==> src/rtl/vid_port_pkg.sv <==
package vid_port_pkg;
  typedef enum logic [1:0] {
    SEL_NONE = 2'd0,
    SEL_DATA = 2'd1,
    SEL_CTRL = 2'd2,
    SEL_HV   = 2'd3
  } port_sel_e;
endpackage

==> src/rtl/vid_addr_dec.sv <==
module vid_addr_dec
  import vid_port_pkg::*;
#(
  parameter int unsigned          ADDR_W = 24,
  parameter logic [ADDR_W-1:0]    MASK   = 24'hE700FF,
  parameter logic [ADDR_W-1:0]    BASE   = 24'hC00000
) (
  input  logic [ADDR_W-1:0] addr_i,
  output port_sel_e         sel_o,
  output logic              odd_o
);
  localparam int unsigned OFF_W = 8;

  logic [ADDR_W-1:0] masked;
  logic [OFF_W-1:0]  off;
  logic              hit;

  always_comb begin
    masked = addr_i & MASK;
    off    = masked[OFF_W-1:0];
    hit    = (masked[ADDR_W-1:OFF_W] == BASE[ADDR_W-1:OFF_W]);
    sel_o  = SEL_NONE;
    if (hit) begin
      if (off < 8'd4)                   sel_o = SEL_DATA;
      else if (off < 8'd8)              sel_o = SEL_CTRL;
      else if (off[OFF_W-1:1] == 7'd4)  sel_o = SEL_HV;
    end
    odd_o = addr_i[0];
  end
endmodule

==> src/rtl/vid_ctrl_seq.sv <==
module vid_ctrl_seq #(
  parameter int unsigned DATA_W = 16,
  parameter int unsigned IDX_W  = 5,
  parameter int unsigned VAL_W  = 8,
  parameter logic [1:0]  REG_TAG = 2'b10
) (
  input  logic                clk_i,
  input  logic                rst_ni,
  input  logic                wr_ctrl_i,
  input  logic                clr_i,
  input  logic [DATA_W-1:0]   wdata_i,
  output logic                reg_we_o,
  output logic [IDX_W-1:0]    reg_idx_o,
  output logic [VAL_W-1:0]    reg_val_o,
  output logic                cmd_valid_o,
  output logic [2*DATA_W-1:0] cmd_o,
  output logic                pend_o
);
  localparam int unsigned IDX_LO = DATA_W / 2;

  logic [DATA_W-1:0] first_q;
  logic              is_reg;

  assign is_reg = (wdata_i[DATA_W-1 -: 2] == REG_TAG);

  always_ff @(posedge clk_i or negedge rst_ni) begin
    if (!rst_ni) begin
      pend_o      <= 1'b0;
      first_q     <= '0;
      reg_we_o    <= 1'b0;
      reg_idx_o   <= '0;
      reg_val_o   <= '0;
      cmd_valid_o <= 1'b0;
      cmd_o       <= '0;
    end else begin
      reg_we_o    <= 1'b0;
      cmd_valid_o <= 1'b0;
      if (wr_ctrl_i) begin
        if (pend_o) begin
          cmd_valid_o <= 1'b1;
          cmd_o       <= {first_q, wdata_i};
          pend_o      <= 1'b0;
        end else if (is_reg) begin
          reg_we_o  <= 1'b1;
          reg_idx_o <= wdata_i[IDX_LO +: IDX_W];
          reg_val_o <= wdata_i[VAL_W-1:0];
        end else begin
          first_q <= wdata_i;
          pend_o  <= 1'b1;
        end
      end else if (clr_i) begin
        pend_o <= 1'b0;
      end
    end
  end
endmodule

==> src/rtl/vid_read_mux.sv <==
module vid_read_mux
  import vid_port_pkg::*;
#(
  parameter int unsigned DATA_W = 16
) (
  input  logic              clk_i,
  input  logic              rst_ni,
  input  logic              rd_i,
  input  port_sel_e         sel_i,
  input  logic              odd_i,
  input  logic              word_i,
  input  logic [DATA_W-1:0] status_i,
  input  logic [DATA_W-1:0] hv_i,
  input  logic [DATA_W-1:0] data_rdata_i,
  output logic [DATA_W-1:0] rdata_o
);
  localparam int unsigned HALF = DATA_W / 2;

  logic [DATA_W-1:0] src;
  logic [DATA_W-1:0] nxt;
  logic              zero;

  always_comb begin
    unique case (sel_i)
      SEL_DATA: src = data_rdata_i;
      SEL_CTRL: src = status_i;
      SEL_HV:   src = hv_i;
      default:  src = '0;
    endcase
    // odd word reads and odd data-port byte reads return zero
    zero = (word_i && odd_i) || (sel_i == SEL_DATA && odd_i);
    if (zero)        nxt = '0;
    else if (word_i) nxt = src;
    else if (odd_i)  nxt = {{HALF{1'b0}}, src[HALF-1:0]};
    else             nxt = {{HALF{1'b0}}, src[DATA_W-1:HALF]};
  end

  always_ff @(posedge clk_i or negedge rst_ni) begin
    if (!rst_ni)   rdata_o <= '0;
    else if (rd_i) rdata_o <= nxt;
  end
endmodule

==> src/rtl/vid_host_port.sv <==
module vid_host_port
  import vid_port_pkg::*;
#(
  parameter int unsigned       ADDR_W = 24,
  parameter int unsigned       DATA_W = 16,
  parameter int unsigned       IDX_W  = 5,
  parameter int unsigned       VAL_W  = 8,
  parameter logic [ADDR_W-1:0] MASK   = 24'hE700FF,
  parameter logic [ADDR_W-1:0] BASE   = 24'hC00000
) (
  input  logic                clk_i,
  input  logic                rst_ni,
  input  logic                req_i,
  input  logic                we_i,
  input  logic                word_i,
  input  logic [ADDR_W-1:0]   addr_i,
  input  logic [DATA_W-1:0]   wdata_i,
  input  logic [DATA_W-1:0]   status_i,
  input  logic [DATA_W-1:0]   hv_i,
  input  logic [DATA_W-1:0]   data_rdata_i,
  output logic [DATA_W-1:0]   rdata_o,
  output logic                reg_we_o,
  output logic [IDX_W-1:0]    reg_idx_o,
  output logic [VAL_W-1:0]    reg_val_o,
  output logic                cmd_valid_o,
  output logic [2*DATA_W-1:0] cmd_o,
  output logic                data_wr_o,
  output logic [DATA_W-1:0]   data_wdata_o,
  output logic                data_rd_o
);
  localparam int unsigned HALF = DATA_W / 2;

  port_sel_e         sel;
  logic              odd;
  logic              wr, rd;
  logic              wr_ctrl, wr_data, rd_data, rd_ctrl;
  logic [DATA_W-1:0] wword;
  logic              pend_q;

  vid_addr_dec #(.ADDR_W(ADDR_W), .MASK(MASK), .BASE(BASE)) u_dec (
    .addr_i (addr_i),
    .sel_o  (sel),
    .odd_o  (odd)
  );

  assign wr      = req_i && we_i;
  assign rd      = req_i && !we_i;
  // byte writes are widened and then follow the word path
  assign wword   = word_i ? wdata_i : {wdata_i[HALF-1:0], wdata_i[HALF-1:0]};
  assign wr_ctrl = wr && (sel == SEL_CTRL) && !odd;
  assign wr_data = wr && (sel == SEL_DATA) && !odd;
  assign rd_data = rd && (sel == SEL_DATA) && !odd;
  assign rd_ctrl = rd && (sel == SEL_CTRL) && !(word_i && odd);

  vid_ctrl_seq #(.DATA_W(DATA_W), .IDX_W(IDX_W), .VAL_W(VAL_W)) u_seq (
    .clk_i       (clk_i),
    .rst_ni      (rst_ni),
    .wr_ctrl_i   (wr_ctrl),
    .clr_i       (wr_data || rd_data || rd_ctrl),
    .wdata_i     (wword),
    .reg_we_o    (reg_we_o),
    .reg_idx_o   (reg_idx_o),
    .reg_val_o   (reg_val_o),
    .cmd_valid_o (cmd_valid_o),
    .cmd_o       (cmd_o),
    .pend_o      (pend_q)
  );

  vid_read_mux #(.DATA_W(DATA_W)) u_rd (
    .clk_i        (clk_i),
    .rst_ni       (rst_ni),
    .rd_i         (rd),
    .sel_i        (sel),
    .odd_i        (odd),
    .word_i       (word_i),
    .status_i     (status_i),
    .hv_i         (hv_i),
    .data_rdata_i (data_rdata_i),
    .rdata_o      (rdata_o)
  );

  always_ff @(posedge clk_i or negedge rst_ni) begin
    if (!rst_ni) begin
      data_wr_o    <= 1'b0;
      data_rd_o    <= 1'b0;
      data_wdata_o <= '0;
    end else begin
      data_wr_o <= wr_data;
      data_rd_o <= rd_data;
      if (wr_data) data_wdata_o <= wword;
    end
  end
endmodule

==> config.mk <==
export PLATFORM = sky130hd
export DESIGN_NAME = vid_host_port
export DESIGN_NICKNAME = d
export VERILOG_FILES = /design/src/rtl/vid_port_pkg.sv /design/src/rtl/vid_addr_dec.sv /design/src/rtl/vid_ctrl_seq.sv /design/src/rtl/vid_read_mux.sv /design/src/rtl/vid_host_port.sv
export SDC_FILE = /design/constraint.sdc
export NUM_CORES = 1
export LEC_CHECK = 0
export CORE_MARGIN = 2
export CORE_UTILIZATION = 43
export CTS_CLUSTER_SIZE = 30
export DETAILED_ROUTE_END_ITERATION = 8
export DONT_BUFFER_PORTS = 1
export GPL_ROUTABILITY_DRIVEN = 0
export PLACE_DENSITY = 0.64
export REMOVE_ABC_BUFFERS = 1
export SYNTH_ARGS = -nofsm -noshare
export SYNTH_HDL_FRONTEND = slang
export SYNTH_HIERARCHICAL = 1
export SYNTH_SLANG_ARGS = --single-unit
==> constraint.sdc <==
create_clock -name clk_i -period 1.56 [get_ports clk_i]
set_clock_uncertainty 0.15 [all_clocks]
set_input_delay 0.078 -clock clk_i [delete_from_list [all_inputs] [get_ports clk_i]]
set_output_delay 0.078 -clock clk_i [all_outputs]
set_load 0.02 [all_outputs]
==> key figures <==
Pwr
  – Pint: about 3.5 mW
  – P per Cell Area: between 700 and 800 nW/um2
  – VDD IR max: about 0.46 mV
  – Static leakage: about 2.7 nW
  – Net Sw Power: approximately 1.1 mW
  – Comb power frac: 6.1%
  – Total power: ~4.5 mW
  – Share of total power in the clock network: a little under two fifths
  – Switching Fraction: between 20% and 30%
  – Sequential power share: about 56%

Global routing
  – Grt total ovfl: 0
  – Number of global-route vias before repair: between 3000 and 4000
  – Largest net degree at the start of global routing: between 90 and 100
  – First-pass GRT wire length: about 17 mm
  – GRT Util Overall: between 20% and 30%
  – Initial antenna violation count: 3

Floorplanning
  – Boundary Pins: around 170
  – Die W: roughly 110 um
  – Core area: between 10000 and 15000 um2
  – Die Y: between 100 and 150 um
  – Initial Util: between 40% and 50%
  – Row count: 37
  – Overall die area: roughly 11000 um2

Logic synthesis
  – Yosys warnings: 6
  – Ys async rst share: 100%
  – Synth Flop Type: dfrtp_1
  – FF+latch count, synth: 98
  – Mapped Area: 4520 um2
  – Mean post-synth cell area: about 14 um2
  – Synth unique cells: 43
  – Mapped Cells: 317
  – Number of synthesized flops with an enable pin: 0
  – Seq/Total Area, Yosys: between 50% and 60%

Clock tree
  – H-tree Lvls: 3
  – Clock buffer depth: 2
  – Clk pin slew, worst setup/hold paths: ~110 ps
  – Clk_lat worst skew: between 300 and 400 ps
  – Root Driver: clkbuf_8
  – Total CTS buffers: 9
  – CTS tree: done
  – # clock sinks: 98
  – Hold Buf Count CTS: 57

Final layout
  – Area grow syn2layout: 27.4%
  – Layout cell share with drive strength beyond 1: 40.1%
  – Util after Layout: 56.0%
  – Final net count: approximately 490
  – Filler cells: roughly 840

Critical path
  – Worst r2r src: u_seq/pend_o
  – WP data required: approximately 1700 ps
  – Arrival @ worst endpoint: 2170 ps
  – R2r worst-path depth: 5
  – Max FO, Critical Path: 4
  – CP Capture Type: flop
  – Critical path class: primary input to flop
  – R2R setup slack: -100 ps
  – Reg2reg end: u_seq/first_q[3]
  – CP Launch Type: primary input

STA
  – RSZ-0062 raised after global routing: yes
  – Max Fclk: approximately 500 MHz
  – Final Critical Period: 2050 ps
  – Post-route clock period utilization: 132%
  – Worst slew pin tran: 371 ps
  – Slack of the critical path: -492 ps
  – Min Hold Slack: -762 ps
  – Headroom to the max-slew limit: ~75%
  – Slew Viols, Final: 0
  – Final setup violation count: just under 100
  – Hold Violations, Final: between 100 and 150
  – Setup TNS: -37670 ps

Detailed routing
  – Pre-Repair DR Iteration Count: 4
  – Via Count: between 3000 and 4000
  – Antenna violation net count after detailed routing: 0
  – M1 wire length: about 4.6 mm
  – Total Wirelength: 12.0 mm
  – Top Layer Used: met4
  – First DRT Iteration DRCs: between 100 and 150
  – Post-DR wirelength/cell: approximately 22 um
  – Vias per cell: about 5.6
  – DRC: 0
  – Routed wl met3: between 1 and 1.5 mm
  – WL met2: around 6 mm

Outcome
  – Outcome: complete, but fails checks
  – Failing checks: hold timing, setup timing

Run
  – Max-Cap Viols: 0

Placed design
  – IO Port Bufs: 0
  – Final HPWL DP: about 6.6 mm

Min path
  – HP Class: primary input to asynchronous set/reset pin
==> cells in the mapped netlist (2+ instances only) <==
cell | instances | area [um2]
nor3b_4 | 2 | 37.5
nand2b_1 | 4 | 25.0
o21ai_0 | 5 | 25.0
mux2_2 | 73 | 822
nor3b_1 | 2 | 15.0
buf_6 | 4 | 45.0
o22ai_1 | 6 | 37.5
nand2_1 | 4 | 15.0
a22oi_1 | 8 | 60.1
a22o_1 | 6 | 52.6
mux2_4 | 22 | 330
dfrtp_1 | 98 | 2450
nor3_1 | 3 | 15.0
o221a_2 | 3 | 33.8
nor2_1 | 2 | 7.51
buf_4 | 3 | 22.5
inv_1 | 8 | 30.0
nor2b_1 | 12 | 75.1
mux2i_1 | 6 | 60.1
or2_2 | 2 | 12.5
a21oi_1 | 6 | 30.0
nand3_1 | 3 | 15.0
a31o_1 | 5 | 43.8
o21ai_1 | 5 | 25.0
buf_2 | 7 | 35.0
==> cells by family after synthesis <==
group	share of synthesized area (%)
muxes	26.8
DFF	54.3
AOI/OAI and AO/OA	7.78
and+or+nand+nor	7.14
buffers and inverters	3.79
xor gates and xnor gates	0.194
==> sequential cells by signal, summed over array words and instances, names as in the netlist <==
name and count:
data_rd_o 1, data_wdata_o 16, data_wr_o 1, u_rd/rdata_o 16, u_seq/cmd_o 32, u_seq/cmd_valid_o 1
u_seq/first_q 16, u_seq/pend_o 1, u_seq/reg_idx_o 5, u_seq/reg_val_o 8, u_seq/reg_we_o 1
==> layer usage <==
layer	GRT usage [%]	vias to the layer above
met1	22.2	1563
met4	8.26	0
met3	7.42	34
met2	35.0	147
met5	0	-
li1	-	1304
==> placed cells by master (no fill, tap or decap), types with 2 or more instances in the layout <==
cell type	instances
a22oi_2	3
a31o_1	5
dfrtp_1	98
a22o_1	6
buf_12	4
diode_2	3
nor3b_1	2
inv_1	8
o21ai_1	5
buf_6	7
nand3_1	3
nand2b_1	2
o22ai_1	6
or2_2	2
clkbuf_8	9
nor2b_1	12
nor3b_4	2
a21oi_1	4
mux2_4	37
o21ai_0	5
clkinv_4	2
a22oi_1	5
nor3_1	3
nand2b_4	2
o221a_2	3
mux2i_1	6
mux2_2	58
nor2_4	2
buf_4	16
dlygate4sd3_1	57
a21oi_2	2
nand2_1	4
==> critical path, cell delays in order <==
cell and delay, ps:
or4_4 550, buf_6 140, nor4b_4 230, buf_4 160, buf_6 110, buf_6 130, mux2_4 300, a22o_1 230
a21oi_1 150, o21ai_1 80
==> final cells by class <==
type	count	area [um2]	share of cell area, %
flip-flops and latches	98	2450	42.6
multi-input cells	194	2030	35.3
repair buffers	85	865	15.0
well taps	136	170	2.96
clock buffers	10	128	2.22
clock inverters	6	75.1	1.30
inverters	8	30.0	0.522
diodes	3	7.51	0.130
==> worst max path at each step <==
stage	slack (ps)	startpoint	depth (start not counted)	endpoint
2_1_floorplan	-3550	addr_i[7]	6	u_seq/cmd_o[0]
3_3_place_gp	-920	addr_i[7]	8	u_seq/reg_idx_o[3]
3_5_place_dp	-950	addr_i[7]	8	u_seq/reg_val_o[0]
4_1_cts	-410	addr_i[7]	9	u_seq/first_q[3]
5_1_grt	-510	addr_i[7]	9	u_rd/rdata_o[8]
6_report	-490	addr_i[7]	10	u_rd/rdata_o[0]
==> stage by stage <==
stage / instance area, um2 / std cells / hold slack [ps] / setup WS [ps]
detailed placement: 4760 / 454 / -365 / -951
global route: 5760 / 540 / -793 / -507
CTS: 5660 / 531 / -783 / -410
floorplan: 4380 / 300 / -368 / -3550
global placement: 4760 / 454 / -365 / -919
finish: 5760 / 540 / -762 / -492
==> repair_timing <==
action                                 4_1_cts  5_1_grt
gates resized for setup                     17       20
setup buffers                                4        9
gates cloned                                 1        0
pin swaps                                    2        3
setup endpoints to repair                   97       97
endpoints found under the hold margin      177      125
==> power groups by stage <==
stage               sequential [mW]  clock, mW  combinational, mW
finish                         2.54       1.70              0.278
global route                   2.54       1.87              0.295
CTS                            2.54       1.75              0.261
detailed placement             2.59          0              0.122
global placement               2.59          0              0.120
floorplan                      2.59          0             0.0926
No activity file was read; power rests on OpenSTA's default activity.
